**config.mk**
```make
export PLATFORM = sky130hd
export DESIGN_NAME = irq6_ctrl
export DESIGN_NICKNAME = d
export VERILOG_FILES = /design/src/rtl/irq6_pkg.sv /design/src/rtl/irq6_regs.sv /design/src/rtl/irq6_flags.sv /design/src/rtl/irq6_arb.sv /design/src/rtl/irq6_ctrl.sv
export SDC_FILE = /design/constraint.sdc
export NUM_CORES = 1
export LEC_CHECK = 0
export ABC_AREA = 1
export BUFFER_PORTS_ARGS = -buffer_cell sky130_fd_sc_hd__buf_2
export CAP_MARGIN = 20
export CORE_MARGIN = 2
export CORE_UTILIZATION = 35
export DETAILED_ROUTE_END_ITERATION = 10
export PLACE_DENSITY = 0.53
export RECOVER_POWER = 25
export SLEW_MARGIN = 20
export SYNTH_ARGS = -nofsm -noshare
export SYNTH_HDL_FRONTEND = slang
export SYNTH_SLANG_ARGS = --single-unit
```
**constraint.sdc**
```tcl
create_clock -name clk -period 2.3 [get_ports clk]
set_input_delay 0.46 -clock clk [delete_from_list [all_inputs] [get_ports clk]]
set_output_delay 0.46 -clock clk [all_outputs]
set_load 0.02 [all_outputs]
```
**src/rtl/irq6_pkg.sv**
```systemverilog
package irq6_pkg;
  localparam int NSRC  = 6;
  localparam int NFLAG = 7;
  localparam int GBIT  = 7;

  localparam logic [1:0] ADDR_EN  = 2'd0;
  localparam logic [1:0] ADDR_PRI = 2'd1;
  localparam logic [1:0] ADDR_FLG = 2'd2;

  localparam logic [7:0] EN_WMASK  = 8'hBF;
  localparam logic [7:0] PRI_WMASK = 8'h3F;

  // Vectors whose flag is cleared when the vector is acknowledged
  localparam logic [NSRC-1:0] HW_CLR_MASK = 6'b001111;
endpackage

```
**src/rtl/irq6_regs.sv**
```systemverilog
module irq6_regs
  import irq6_pkg::*;
#(
  parameter int DW = 8,
  parameter int AW = 2
) (
  input  logic          clk,
  input  logic          rst,
  input  logic          wr,
  input  logic [AW-1:0] addr,
  input  logic [DW-1:0] wdata,
  output logic [DW-1:0] en_q,
  output logic [DW-1:0] pri_q
);
  always_ff @(posedge clk) begin
    if (rst) begin
      en_q  <= '0;
      pri_q <= '0;
    end else if (wr) begin
      if (addr == AW'(ADDR_EN))  en_q  <= wdata & DW'(EN_WMASK);
      if (addr == AW'(ADDR_PRI)) pri_q <= wdata & DW'(PRI_WMASK);
    end
  end
endmodule

```
**src/rtl/irq6_flags.sv**
```systemverilog
module irq6_flags
  import irq6_pkg::*;
#(
  parameter int NF = 7,
  parameter int AW = 2
) (
  input  logic          clk,
  input  logic          rst,
  input  logic [NF-1:0] set_pulse,
  input  logic [NF-1:0] hw_clr,
  input  logic          wr,
  input  logic [AW-1:0] addr,
  input  logic [NF-1:0] wdata,
  output logic [NF-1:0] flg_q
);
  logic [NF-1:0] sw_clr;
  assign sw_clr = (wr && addr == AW'(ADDR_FLG)) ? wdata : '0;

  for (genvar i = 0; i < NF; i++) begin : g_flag
    always_ff @(posedge clk) begin
      if (rst)                       flg_q[i] <= 1'b0;
      else if (set_pulse[i])         flg_q[i] <= 1'b1;
      else if (sw_clr[i] || hw_clr[i]) flg_q[i] <= 1'b0;
    end
  end
endmodule

```
**src/rtl/irq6_arb.sv**
```systemverilog
module irq6_arb
  import irq6_pkg::*;
#(
  parameter int NS = 6,
  parameter int NF = 7,
  localparam int VW = $clog2(NS)
) (
  input  logic          clk,
  input  logic          rst,
  input  logic          glob_en,
  input  logic [NS-1:0] src_en,
  input  logic [NS-1:0] src_pri,
  input  logic [NF-1:0] flg,
  input  logic          ack,
  input  logic          ret,
  output logic          valid_q,
  output logic [VW-1:0] vec_q,
  output logic [NF-1:0] hw_clr,
  output logic          insvc_lo,
  output logic          insvc_hi
);
  logic [NS-1:0] pend, req, hi_req, lo_req, cand;
  logic          pick_vld, lvl_q, take, lo_n, hi_n;
  logic [VW-1:0] pick_idx;

  // Last vector requests on either of the two remaining flags
  assign pend   = {|flg[NF-1:NS-1], flg[NS-2:0]};
  assign req    = pend & src_en & {NS{glob_en}};
  assign hi_req = req & src_pri;
  assign lo_req = req & ~src_pri;
  assign take   = ack && valid_q;

  always_comb begin
    if (insvc_hi)      cand = '0;
    else if (insvc_lo) cand = hi_req;
    else               cand = (|hi_req) ? hi_req : lo_req;
  end

  always_comb begin
    pick_vld = 1'b0;
    pick_idx = '0;
    for (int i = NS - 1; i >= 0; i--) begin
      if (cand[i]) begin
        pick_vld = 1'b1;
        pick_idx = VW'(i);
      end
    end
  end

  always_comb begin
    hw_clr = '0;
    if (take && HW_CLR_MASK[vec_q]) hw_clr[vec_q] = 1'b1;
  end

  always_comb begin
    lo_n = insvc_lo;
    hi_n = insvc_hi;
    if (ret) begin
      if (insvc_hi) hi_n = 1'b0;
      else          lo_n = 1'b0;
    end
    if (take) begin
      if (lvl_q) hi_n = 1'b1;
      else       lo_n = 1'b1;
    end
  end

  always_ff @(posedge clk) begin
    if (rst) begin
      valid_q  <= 1'b0;
      vec_q    <= '0;
      lvl_q    <= 1'b0;
      insvc_lo <= 1'b0;
      insvc_hi <= 1'b0;
    end else begin
      valid_q  <= pick_vld && !take;
      vec_q    <= pick_idx;
      lvl_q    <= src_pri[pick_idx];
      insvc_lo <= lo_n;
      insvc_hi <= hi_n;
    end
  end
endmodule

```
**src/rtl/irq6_ctrl.sv**
```systemverilog
module irq6_ctrl
  import irq6_pkg::*;
#(
  parameter int DW = 8,
  parameter int AW = 2
) (
  input  logic             clk,
  input  logic             rst,
  input  logic [NFLAG-1:0] src_pulse,
  input  logic             reg_wr,
  input  logic [AW-1:0]    reg_addr,
  input  logic [DW-1:0]    reg_wdata,
  output logic [DW-1:0]    reg_rdata,
  input  logic             irq_ack,
  input  logic             irq_ret,
  output logic             irq_valid,
  output logic [2:0]       irq_vec
);
  localparam int VW = $clog2(NSRC);

  logic [DW-1:0]    en_q, pri_q;
  logic [NFLAG-1:0] flg_q, hw_clr;
  logic             insvc_lo, insvc_hi;
  logic [VW-1:0]    vec_w;

  irq6_regs #(.DW(DW), .AW(AW)) u_regs (
    .clk(clk), .rst(rst), .wr(reg_wr), .addr(reg_addr), .wdata(reg_wdata),
    .en_q(en_q), .pri_q(pri_q)
  );

  irq6_flags #(.NF(NFLAG), .AW(AW)) u_flags (
    .clk(clk), .rst(rst), .set_pulse(src_pulse), .hw_clr(hw_clr),
    .wr(reg_wr), .addr(reg_addr), .wdata(reg_wdata[NFLAG-1:0]), .flg_q(flg_q)
  );

  irq6_arb #(.NS(NSRC), .NF(NFLAG)) u_arb (
    .clk(clk), .rst(rst), .glob_en(en_q[GBIT]),
    .src_en(en_q[NSRC-1:0]), .src_pri(pri_q[NSRC-1:0]), .flg(flg_q),
    .ack(irq_ack), .ret(irq_ret), .valid_q(irq_valid), .vec_q(vec_w),
    .hw_clr(hw_clr), .insvc_lo(insvc_lo), .insvc_hi(insvc_hi)
  );

  assign irq_vec = 3'(vec_w);

  always_ff @(posedge clk) begin
    if (rst) begin
      reg_rdata <= '0;
    end else begin
      case (reg_addr)
        AW'(ADDR_EN):  reg_rdata <= en_q;
        AW'(ADDR_PRI): reg_rdata <= pri_q;
        AW'(ADDR_FLG): reg_rdata <= DW'(flg_q);
        default:       reg_rdata <= '0;
      endcase
    end
  end
endmodule


```
After elaboration in Yosys (flattened, before gate mapping):

Memory sizes are Yosys's and may differ from the RTL's. A register that Yosys moved wholly into a read port is not among the register bits.
Index checks and enable logic that the tools add are counted.

* register bits after elaboration: 35
* bits in latches: 0
* memory bits (writable): 0
* ROM bits: 8
* input port bits: 22
* output and inout bits: 12
* memories kept: 1

* $add $sub $neg: 0
* multipliers: 0
* divide/modulo/power cells: 0
* $lt $le $gt $ge: 3
* eq/ne operators: 2
* shift operators: 0
* mux-type cells: 45
* bitwise gates (word level): 5
* reductions and logical operators: 25

Memory list
* (no name shown): words 8, bits a word 1, read ports 1, clocked after Yosys merged registers in 1, wr ports 0, RTL line irq6_arb.sv:52 `if (take && HW_CLR_MASK[vec_q]) hw_clr[vec_q] = 1'b1;`

Operators by type and width (count)
* $mux 1: 30
* $and 6x6->6: 4
* $pmux 8 s3: 1
* $mux 3: 7
* $mux 6: 3
* $mux 7: 2
* $reduce_bool 2->1: 7
* $lt 3x4->1 const B: 2
* $logic_or 1x1->1: 7
* $not 6->6: 1
* $reduce_or 6->1: 1
* $logic_and 1x1->1: 5
* $reduce_and 2->1: 2
* $bmux 1 s3: 1
* $demux 1 s3: 1
* $ge 3x1->1 const B: 1
* $eq 2x1->1 const B: 1
* $eq 2x2->1 const B: 1
* $logic_not 2->1: 1
* $reduce_or 2->1: 1
* $logic_not 1->1: 1

Logic depth before layout (Yosys ltp):

Gate-level depths: netlist of run 1.

* word-level depth: 16
* depth in mapped cells: 16
* mapped depth without buffers: 15

Modules after synthesis:

Synthesis of run 1 repeated with hierarchy kept, for this count alone.

* cell total of the unflattened synthesis: 314
* area, all modules: 2102.0 um^2

Modules (own cells, without submodules)
* irq6_arb: instances 1, cells an instance 115, area an instance 762.0 um^2, sequential area each 160.2 um^2
* irq6_regs: instances 1, cells an instance 90, area an instance 600.6 um^2, sequential area each 260.2 um^2
* irq6_ctrl: instances 1, cells an instance 59, area an instance 411.6 um^2, sequential area each 160.2 um^2
* irq6_flags: instances 1, cells an instance 50, area an instance 327.8 um^2, sequential area each 140.1 um^2

Least setup slack after synthesis of run 1:

Ideal clock, no wire load.

* kind: reg2reg
* start: reg u_regs.en_q[7]
* end: reg u_arb.lvl_q
* setup time: 0.131 ns
* data arrival time: 1.409 ns
* required time: 2.169 ns
* path slack: 0.760 ns
* cell stages (with the launch flop): 16
* clock period less this slack: 1.540 ns
* cells stage by stage: dfxtp_1 -> nand2_1 -> nor3_4 -> nor2_2 -> nand2_4 -> nand2_2 -> nand2_4 -> nand2_4 -> inv_2 -> nand2_2 -> nand2_1 -> nand2_1 -> nand3_1 -> nand2_1 -> nand2_1 -> a21oi_2

* longest elaborated chain between the ends: 14
* elaborated cells on any way between the ends: 15

Ends and longest elaborated chain
* from (decl): RTL line irq6_regs.sv:12 `output logic [DW-1:0] en_q,`
* from (signal assigned): RTL line irq6_regs.sv:20 `if (addr == AW'(ADDR_EN)) en_q <= wdata & DW'(EN_WMASK);`
* $and 6x6->6 *: RTL line irq6_arb.sv:28 `assign req = pend & src_en & {NS{glob_en}};`
* $and 6x6->6: RTL line irq6_arb.sv:29 `assign hi_req = req & src_pri;`
* $reduce_or 6->1: RTL line irq6_arb.sv:36 `else cand = (|hi_req) ? hi_req : lo_req;`
* $mux 6: RTL line irq6_arb.sv:36
* $mux 6 *: RTL line irq6_arb.sv:35 `else if (insvc_lo) cand = hi_req;`
* $mux 6 *: RTL line irq6_arb.sv:34 `if (insvc_hi) cand = '0;`
* $mux 3 (5 in series): RTL line irq6_arb.sv:43 `if (cand[i]) begin`
* $mux 3 *: RTL line irq6_arb.sv:43
* $bmux 1 s3 *: RTL line irq6_arb.sv:78 `lvl_q <= src_pri[pick_idx];`
* $mux 1 (implied by the code) *: RTL line irq6_arb.sv:78
* to (signal assigned): RTL line irq6_arb.sv:78
* to (decl): RTL line irq6_arb.sv:23 `logic pick_vld, lvl_q, take, lo_n, hi_n;`

Mark *: on every way between the ends. The rest lies on a longest branch, timed or not. The select of a mux whose other input is x is not followed.
A chain may end at the register's enable or synchronous reset.

Worst setup path after layout of run 1:

Ends and elaborated chain as after synthesis.

==> flow_summary.json, run 1 <==
{
  "status": "complete, no violations",
  "io_buffers": 33,
  "async_flop_share": 0,
  "ys_top_cells_by_area": "dfxtp_1, nand2_1, nor2_1",
  "synth_fa_ha_area_frac": 0,
  "ys_warn_count": 0,
  "ys_seq_elements": 36,
  "ant_nets": 0,
  "tightest_slew_ns": 0.587,
  "cts-root-buf": "clkbuf_8",
  "synth_ff_type": "dfxtp_1",
  "holdWs_ns": 0.369,
  "drt_wl_total_um": 4430,
  "cts_buffers": 5,
  "critPathKind": "register to register",
  "post_cts_buffers": 0,
  "synth-simple-area-share": 0.417,
  "arrival_ns": 2.01,
  "grt_pass1_wl_um": 7650,
  "holdBufCountCts": 0,
  "start_kind": "register",
  "crit_path_frequent_cell": "nand2_1",
  "slew_viol_final": 0,
  "cts_sinks": 36,
  "vias": 1684,
  "slowest_delay_ns": 0.45,
  "synth_most_common_cell": "nand2_1",
  "grt_overflow": 0,
  "worst-endpoint-required_ns": 2.54,
  "fillers": 569,
  "cellPowerDensity_mw_per_mm2": 589,
  "drive_gt1_frac": 0.241,
  "n_antenna_cell": 0,
  "rows": 26,
  "wl_per_cell_um": 12.4,
  "fin_util": 0.422,
  "clockBufferDepth": 2,
  "synth_area_mm2": 0.00179,
  "clkLatencyLatePin_ns": 0.29,
  "gr-usage-met3": 0.0410,
  "finish.net_count": 307,
  "die_h_um": 75.5,
  "vdd.ir_drop.worst_mv": 0.345,
  "rsz0062_at_grt": "no",
  "drt-initial-drc-count": 97,
  "met2_usage": 0.281,
  "gp_congestion": 0.827,
  "synth_cell_types": 24,
  "r2r_setup_slack_ns": 0.53,
  "hold_viol": 0,
  "synth_top_cell_by_area": "dfxtp_1",
  "vias_per_cell": 4.73,
  "cp_max_fo": 8,
  "synth-xor-area-share": 0,
  "htreeDepth": 2,
  "cp-end-kind": "register",
  "clk_pin_slew_ns": 0.07,
  "syn_area_per_cell_um2": 7.21,
  "grt_max_degree": 22,
  "core_area_mm2": 0.00501,
  "top_usage_layer": "met2",
  "setup_viol": 0,
  "muxShareOfSynthArea": 0,
  "ctsResizeCount": 0,
  "die_x_um": 75.5,
  "synth_cells": 248,
  "grt_usage": 0.181,
  "antenna_found_initial": 0,
  "yosysTopAreaCellShare": 0.403,
  "dpl.hpwl_um": 3470,
  "fmax_ghz": 0.565,
  "first_pass_iters": 4,
  "synth_compound_area_frac": 0.100,
  "slew_headroom": 0.608,
  "drc": 0,
  "syn2layout_area_growth_pct": 18.3,
  "clock_skew_ns": 0.00669,
  "tritoncts": "done",
  "synth_edf_count": 0,
  "path_cells": "nand2_1 -> or2_0 -> nor2_1 -> nand2_1 -> a31oi_1 -> nand2_2 -> nand3b_4 -> a21oi_2",
  "die_area_mm2": 0.00570,
  "gr-usage-met1": 0.248,
  "synth_fp_nets": 270,
  "drv_cap": 0,
  "slowest_stage": "dfxtp_1",
  "pin_count": 34,
  "finalWorstPathRequiredPeriod_ns": 1.77,
  "synthTopCellsByCount": "nand2_1, nor2_1, dfxtp_1, inv_1, nand3_1",
  "finalCritPeriodShare": 0.769,
  "initial_utilization": 0.357,
  "p_leak_uw": 0.000993,
  "synth_top_family_by_area": "simple AND/OR/NAND/NOR gates",
  "grt_pass1_vias": 1576,
  "seq_area_frac_synth": 0.403,
  "hold_path.class": "input pin to register",
  "finalSetupTns_ns": 0
}
[through the flow]
stage	instance area, um2	cells	worst slack [ns]	power (uW)
finish	2110	356	0.531	1250
global route	2110	356	0.348	1320
CTS	2120	356	0.524	1270
floorplan	1790	248	0.760	757
detailed placement	2030	348	0.306	812
global placement	2030	348	0.262	813
[cell usage in the layout, fill, tap and decap left out, types with 7 or more instances in the layout]
cell type,n
a21oi_1,9
a31oi_1,7
buf_2,30
dfxtp_1,36
inv_1,29
nand2_1,50
nand2_2,12
nand2_4,7
nand3_1,16
nand4_1,11
nor2_1,37
o21ai_0,14
[flip-flops by register name (all words and copies together) (netlist names), 3 cells and up, named ones only]
register	flops
reg_rdata	8
u_regs.en_q	7
u_flags.flg_q	7
u_regs.pri_q	6
u_arb.vec_q	3
[layout make-up]
| class | instances | area [um2] | share of cell area |
|---|---|---|---|
| repair buffers | 36 | 184 | 0.0870 |
| inverters | 30 | 113 | 0.0533 |
| well taps | 70 | 87.6 | 0.0414 |
| multi-input cells | 176 | 925 | 0.437 |
| clock buffers | 7 | 76.3 | 0.0361 |
| clock inverters | 1 | 8.76 | 0.00414 |
| flip-flops and latches | 36 | 721 | 0.341 |
[critical path, delay by kind of cell, from the launching register on]
family           cells  cell delay [ns]
AND/OR/NAND/NOR      6             0.86
flip-flops           1             0.45
AO/OA/AOI/OAI        2             0.40
[worst paths after layout]
kind                  start          endpoint  depth (start not counted)
max          u_regs.en_q[7]       u_arb.lvl_q                          8
min            src_pulse[3]  u_flags.flg_q[3]                          3
max reg2reg  u_regs.en_q[7]       u_arb.lvl_q                          8
min reg2reg     u_arb.lvl_q    u_arb.insvc_hi                          2
[kinds of logic (layout without fill, tap and decap cells)]
kind of cell | after synthesis | count (layout)
flip-flops | 36 | 36
AO/OA/AOI/OAI | 32 | 32
AND/OR/NAND/NOR | 144 | 144
buffers and inverters | 36 | 74
[power breakdown]
part           leakage (uW)  internal (uW)  switching [uW]
clock network     0.0000424            216             232
logic              0.000656           44.0            73.2
registers          0.000295            650            29.4
[metal layers]
layer	vias up	routed length [um]	share of wire
met4	0	86	0.019
met5	-	0	0
met3	10	241	0.054
li1	870	-	-
met1	757	2150	0.48
met2	47	1950	0.44
Note: power is estimated with default switching activity, not from simulation.
==> inputs of run 2 (changes only) <==
clock period = 1.75 ns   (was 2.3 ns; I/O delays follow)
==> run 2 against run 1 <==
Effect of this change: cell count up 4.5%; fmax up 2.5%; die area unchanged; total power up 38%; highest routed layer unchanged.
==> flow_summary.json, run 2 (synthesis gave the netlist of run 1 again) <==
{
  "status": "complete, no violations",
  "die_area_mm2": 0.00570,
  "cts_sinks": 36,
  "holdWs_ns": 0.263,
  "cp-end-kind": "register",
  "slowest_delay_ns": 0.36,
  "slowest_stage": "dfxtp_4",
  "reg2reg_to": "u_arb.lvl_q",
  "gp_congestion": 0.895,
  "syn2layout_area_growth_pct": 29.6,
  "initial_utilization": 0.357,
  "min_from": "src_pulse[0]",
  "io_buffers": 33,
  "die_x_um": 75.5,
  "cp_max_fo": 6,
  "finish.net_count": 323,
  "hold_viol": 0,
  "finalWorstPathRequiredPeriod_ns": 1.73,
  "top_regs": "reg_rdata x8, u_flags.flg_q x7, u_regs.en_q x7",
  "fmax_ghz": 0.579,
  "final_cells": 372,
  "r2r_setup_slack_ns": 0.02,
  "critPathTopFamily": "simple AND/OR/NAND/NOR gates",
  "hold_path.class": "input pin to register",
  "clk_pin_slew_ns": 0.08,
  "ant_nets": 0,
  "largest_register_ffs": 8,
  "top_register": "reg_rdata",
  "vias_per_cell": 4.68,
  "rsz0062_at_grt": "yes",
  "drc": 0,
  "drt_wl_total_um": 4920,
  "drive_gt1_frac": 0.318,
  "grt_overflow": 0,
  "htreeDepth": 2,
  "hold_end": "u_flags.flg_q[0]",
  "p_leak_uw": 0.00111,
  "fin_area_mm2": 0.00232,
  "clkLatencyLatePin_ns": 0.29,
  "clockBufferDepth": 2,
  "arrival_ns": 1.96,
  "grt_pass1_wl_um": 7870,
  "holdBufCountCts": 0,
  "n_antenna_cell": 0,
  "dp_cells": 360,
  "tritoncts": "done",
  "fillers": 546,
  "layout_commonest_cell": "nand2_1",
  "vias": 1741,
  "die_h_um": 75.5,
  "slew_headroom": 0.623,
  "first_pass_iters": 4,
  "place_area_mm2": 0.00214,
  "critPathKind": "register to register",
  "grt_pass1_vias": 1539,
  "reg2reg_depth": 14,
  "wl_per_cell_um": 13.2,
  "final_cell_mix": "nand2_1, nor2_1, dfxtp_1, buf_2, inv_1",
  "drv_cap": 0,
  "whs_path_depth": 3,
  "r2r_start": "u_regs.en_q[7]",
  "vdd.ir_drop.worst_mv": 0.516,
  "fin_util": 0.463,
  "critPathBufInv": 1,
  "drt-initial-drc-count": 71,
  "start_kind": "register",
  "finalCritPeriodShare": 0.987,
  "path_cells": "buf_12 -> nand4_1 -> nand2_2 -> nor2_8 -> nand2_4 -> nand2_2 -> nand2_4 -> nand2_4 -> nand3_1 -> nand2_2 -> nand3_2 -> nand2_1 -> nand2_1 -> a21oi_2",
  "cts-root-buf": "clkbuf_8",
  "grt_usage": 0.190,
  "worst-endpoint-required_ns": 1.98,
  "antenna_found_initial": 0,
  "pin_count": 34,
  "tightest_slew_ns": 0.565,
  "core_area_mm2": 0.00501,
  "cellPowerDensity_mw_per_mm2": 741,
  "rows": 26,
  "cts_buffers": 5,
  "clock_skew_ns": 0.00557,
  "layout_setup_ws_ns": 0.0233,
  "pre_cts_ws_ns": 0.0791,
  "setup_viol": 0,
  "slew_viol_final": 0,
  "grt_max_degree": 22,
  "dpl.hpwl_um": 3690
}
## run 2: how the worst max path moves through the flow
stage,startpoint,to,slack (ns),cells past startpoint
after global placement,u_regs.en_q[7],u_arb.lvl_q,0.06,14
after floorplan,u_regs.en_q[7],u_arb.lvl_q,0.21,15
after detailed placement,u_regs.en_q[7],u_arb.lvl_q,0.08,14
final,u_regs.en_q[7],u_arb.lvl_q,0.02,14
after global routing,u_regs.en_q[7],u_arb.lvl_q,-0.13,14
after CTS,u_regs.en_q[7],u_arb.lvl_q,0.04,13
## run 2: area by class of cell
type / instances / area, um2 / share of cell area
clock buffers: 8 / 90.1 / 0.0389
inverters: 30 / 115 / 0.0497
multi-input cells: 176 / 960 / 0.414
flip-flops and latches: 36 / 727 / 0.314
well taps: 70 / 87.6 / 0.0378
repair buffers: 52 / 338 / 0.146
## run 2: where the power goes
| group | switching, uW | total [uW] | internal [uW] |
|---|---|---|---|
| logic | 117 | 205 | 87.7 |
| clock network | 306 | 628 | 321 |
| registers | 30.8 | 885 | 854 |
| total | 454 | 1720 | 1260 |
## run 2: tightest hold or removal path: stages
cell and delay (ns):
buf_2 0.08, a31oi_1 0.03, nor2_1 0.06
## run 2: timing repair
| action | CTS | global route |
|---|---|---|
| resized for setup | 0 | 14 |
| setup buffers | 0 | 3 |
| endpoints found under the setup margin | 0 | 1 |
## run 2: metal layers
metal | part of all wire | wire length, um | GRT usage | vias to the layer above
met1 | 0.48 | 2350 | 0.272 | 784
met3 | 0.051 | 253 | 0.0410 | 6
met2 | 0.46 | 2240 | 0.286 | 45
met4 | 0.014 | 71 | 0.0604 | 0
met5 | 0 | 0 | 0 | -
li1 | - | - | - | 906
## run 2: through the flow
step / TNS [ns] / power [uW]
final: 0 / 1720
after global routing: -0.128 / 1800
after CTS: 0 / 1720
after detailed placement: 0 / 1100
after global placement: 0 / 1100
after floorplan: 0 / 994
==> inputs of run 3 (changes only) <==
CTS_BUF_LIST = sky130_fd_sc_hd__clkbuf_8   (was not set)
clock period = 2.03 ns   (was 1.75 ns; I/O delays follow)
==> run 3 against run 2 <==
Effect of this change: flip-flop and latch count is the same; fmax fell by 0.20%; final area fell by 7.1%; die area unchanged; routed wire length down 8.0%.
==> flow_summary.json, run 3 (synthesis gave the netlist of run 1 again) <==
{
  "status": "complete, no violations",
  "fin_util": 0.430,
  "wl_per_cell_um": 12.5,
  "dp_cells": 353,
  "holdBufCountCts": 0,
  "slew_headroom": 0.596,
  "reg2reg_to": "u_arb.lvl_q",
  "cts_sinks": 36,
  "n_antenna_cell": 0,
  "top_register": "reg_rdata",
  "drv_cap": 0,
  "tightest_slew_ns": 0.605,
  "post_cts_buffers": 0,
  "die_area_mm2": 0.00570,
  "first_pass_iters": 4,
  "ant_nets": 0,
  "cp-end-kind": "register",
  "gp_congestion": 0.889,
  "hold_path.class": "input pin to register",
  "hold_viol": 0,
  "pin_count": 34,
  "p_leak_uw": 0.00103,
  "r2r_start": "u_regs.en_q[7]",
  "p_total_uw": 1410,
  "r2r_setup_slack_ns": 0.30,
  "clk_pin_slew_ns": 0.08,
  "vias": 1625,
  "grt_usage": 0.179,
  "final_cell_mix": "nand2_1, nor2_1, dfxtp_1",
  "layout_commonest_cell": "nand2_1",
  "core_area_mm2": 0.00501,
  "antenna_found_initial": 0,
  "cts-root-buf": "clkbuf_8",
  "syn2layout_area_growth_pct": 20.4,
  "htreeDepth": 2,
  "holdWs_ns": 0.319,
  "setup_viol": 0,
  "cp_max_fo": 12,
  "cellPowerDensity_mw_per_mm2": 654,
  "fmax_ghz": 0.578,
  "grt_pass1_wl_um": 7510,
  "worst-endpoint-required_ns": 2.22,
  "largest_register_ffs": 8,
  "tritoncts": "done",
  "slew_viol_final": 0,
  "clockBufferDepth": 2,
  "ctsResizeCount": 0,
  "finalWorstPathRequiredPeriod_ns": 1.73,
  "top_regs": "reg_rdata x8, u_flags.flg_q x7, u_regs.en_q x7",
  "drc": 0,
  "finalCritPeriodShare": 0.852,
  "drive_gt1_frac": 0.254,
  "dpl.hpwl_um": 3590,
  "rows": 26,
  "critPathKind": "register to register",
  "rsz0062_at_grt": "no",
  "clock_skew_ns": 0.00620,
  "io_buffers": 33,
  "drt-initial-drc-count": 69,
  "vias_per_cell": 4.50,
  "reg2reg_depth": 16,
  "vdd.ir_drop.worst_mv": 0.404,
  "startpoint": "u_regs.en_q[7]",
  "die_h_um": 75.5,
  "arrival_ns": 1.92,
  "finalSetupTns_ns": 0,
  "finish.net_count": 312,
  "final_cells": 361,
  "grt_pass1_vias": 1474,
  "drt_wl_total_um": 4520,
  "die_x_um": 75.5,
  "clkLatencyLatePin_ns": 0.29,
  "grt_max_degree": 22,
  "cts_buffers": 5,
  "initial_utilization": 0.357,
  "worstSetupEndpoint": "u_arb.lvl_q",
  "grt_overflow": 0,
  "start_kind": "register"
}
[run 3: cell types whose count changed in the layout (fill, tap and decap cells not counted), moves of 2 or more]
cell	change
dfxtp_1	+3
buf_4	-9
nand2_4	-4
nand2_1	+3
buf_2	-3
inv_1	+2
dfxtp_2	-2
[run 3: power by group]
part | switching [uW] | leakage, uW | internal, uW | total [uW]
registers | 27.9 | 0.000295 | 737 | 764
clock network | 262 | 0.0000507 | 235 | 497
logic | 89.0 | 0.000682 | 55.9 | 145
total | 379 | 0.00103 | 1030 | 1410
[run 3: final cells by class]
type / count / area [um2]
Clock buffer: 5 / 68.8
Clock inverter: 3 / 16.3
Fill cell: 537 / 2860
Inverter: 30 / 113
Multi-Input combinational cell: 176 / 925
Sequential cell: 36 / 721
Tap cell: 70 / 87.6
Timing Repair Buffer: 41 / 221
[run 3: layer usage]
| metal | vias up | track usage | part of all wire |
|---|---|---|---|
| met5 | - | 0 | 0 |
| met4 | 0 | 0.0409 | 0.010 |
| met3 | 5 | 0.0357 | 0.030 |
| met2 | 24 | 0.287 | 0.45 |
| met1 | 715 | 0.250 | 0.51 |
| li1 | 881 | - | - |
[run 3: worst min-delay path by stage]
| stage | from | endpoint | slack, ns | depth (start not counted) |
|---|---|---|---|---|
| 2_1_floorplan | u_arb.lvl_q | u_arb.insvc_hi | 0.43 | 2 |
| 3_3_place_gp | u_arb.lvl_q | u_arb.insvc_hi | 0.45 | 2 |
| 3_5_place_dp | u_arb.lvl_q | u_arb.insvc_hi | 0.46 | 2 |
| 4_1_cts | src_pulse[3] | u_flags.flg_q[3] | 0.32 | 3 |
| 5_1_grt | src_pulse[5] | u_flags.flg_q[5] | 0.32 | 3 |
| 6_report | src_pulse[5] | u_flags.flg_q[5] | 0.32 | 3 |
[run 3: critical path: stages, from the launching register on]
cell and delay [ns]:
dfxtp_1 0.36, buf_4 0.21, nand4_1 0.13, nand2_2 0.13
nor2_8 0.06, nand2_4 0.08, nand2_2 0.07, nand2_4 0.09
nand2_4 0.06, inv_2 0.06, nand2_2 0.06, nand2_1 0.05
nand2_1 0.04, nand3_1 0.06, nand2_1 0.05, nand2_1 0.06
a21oi_2 0.05
[run 3: per-stage QoR]
stage	area, um2	setup WS, ns
detailed placement	2070	0.292
global route	2150	0.128
finish	2150	0.300
CTS	2160	0.281
floorplan	1790	0.490
global placement	2070	0.274
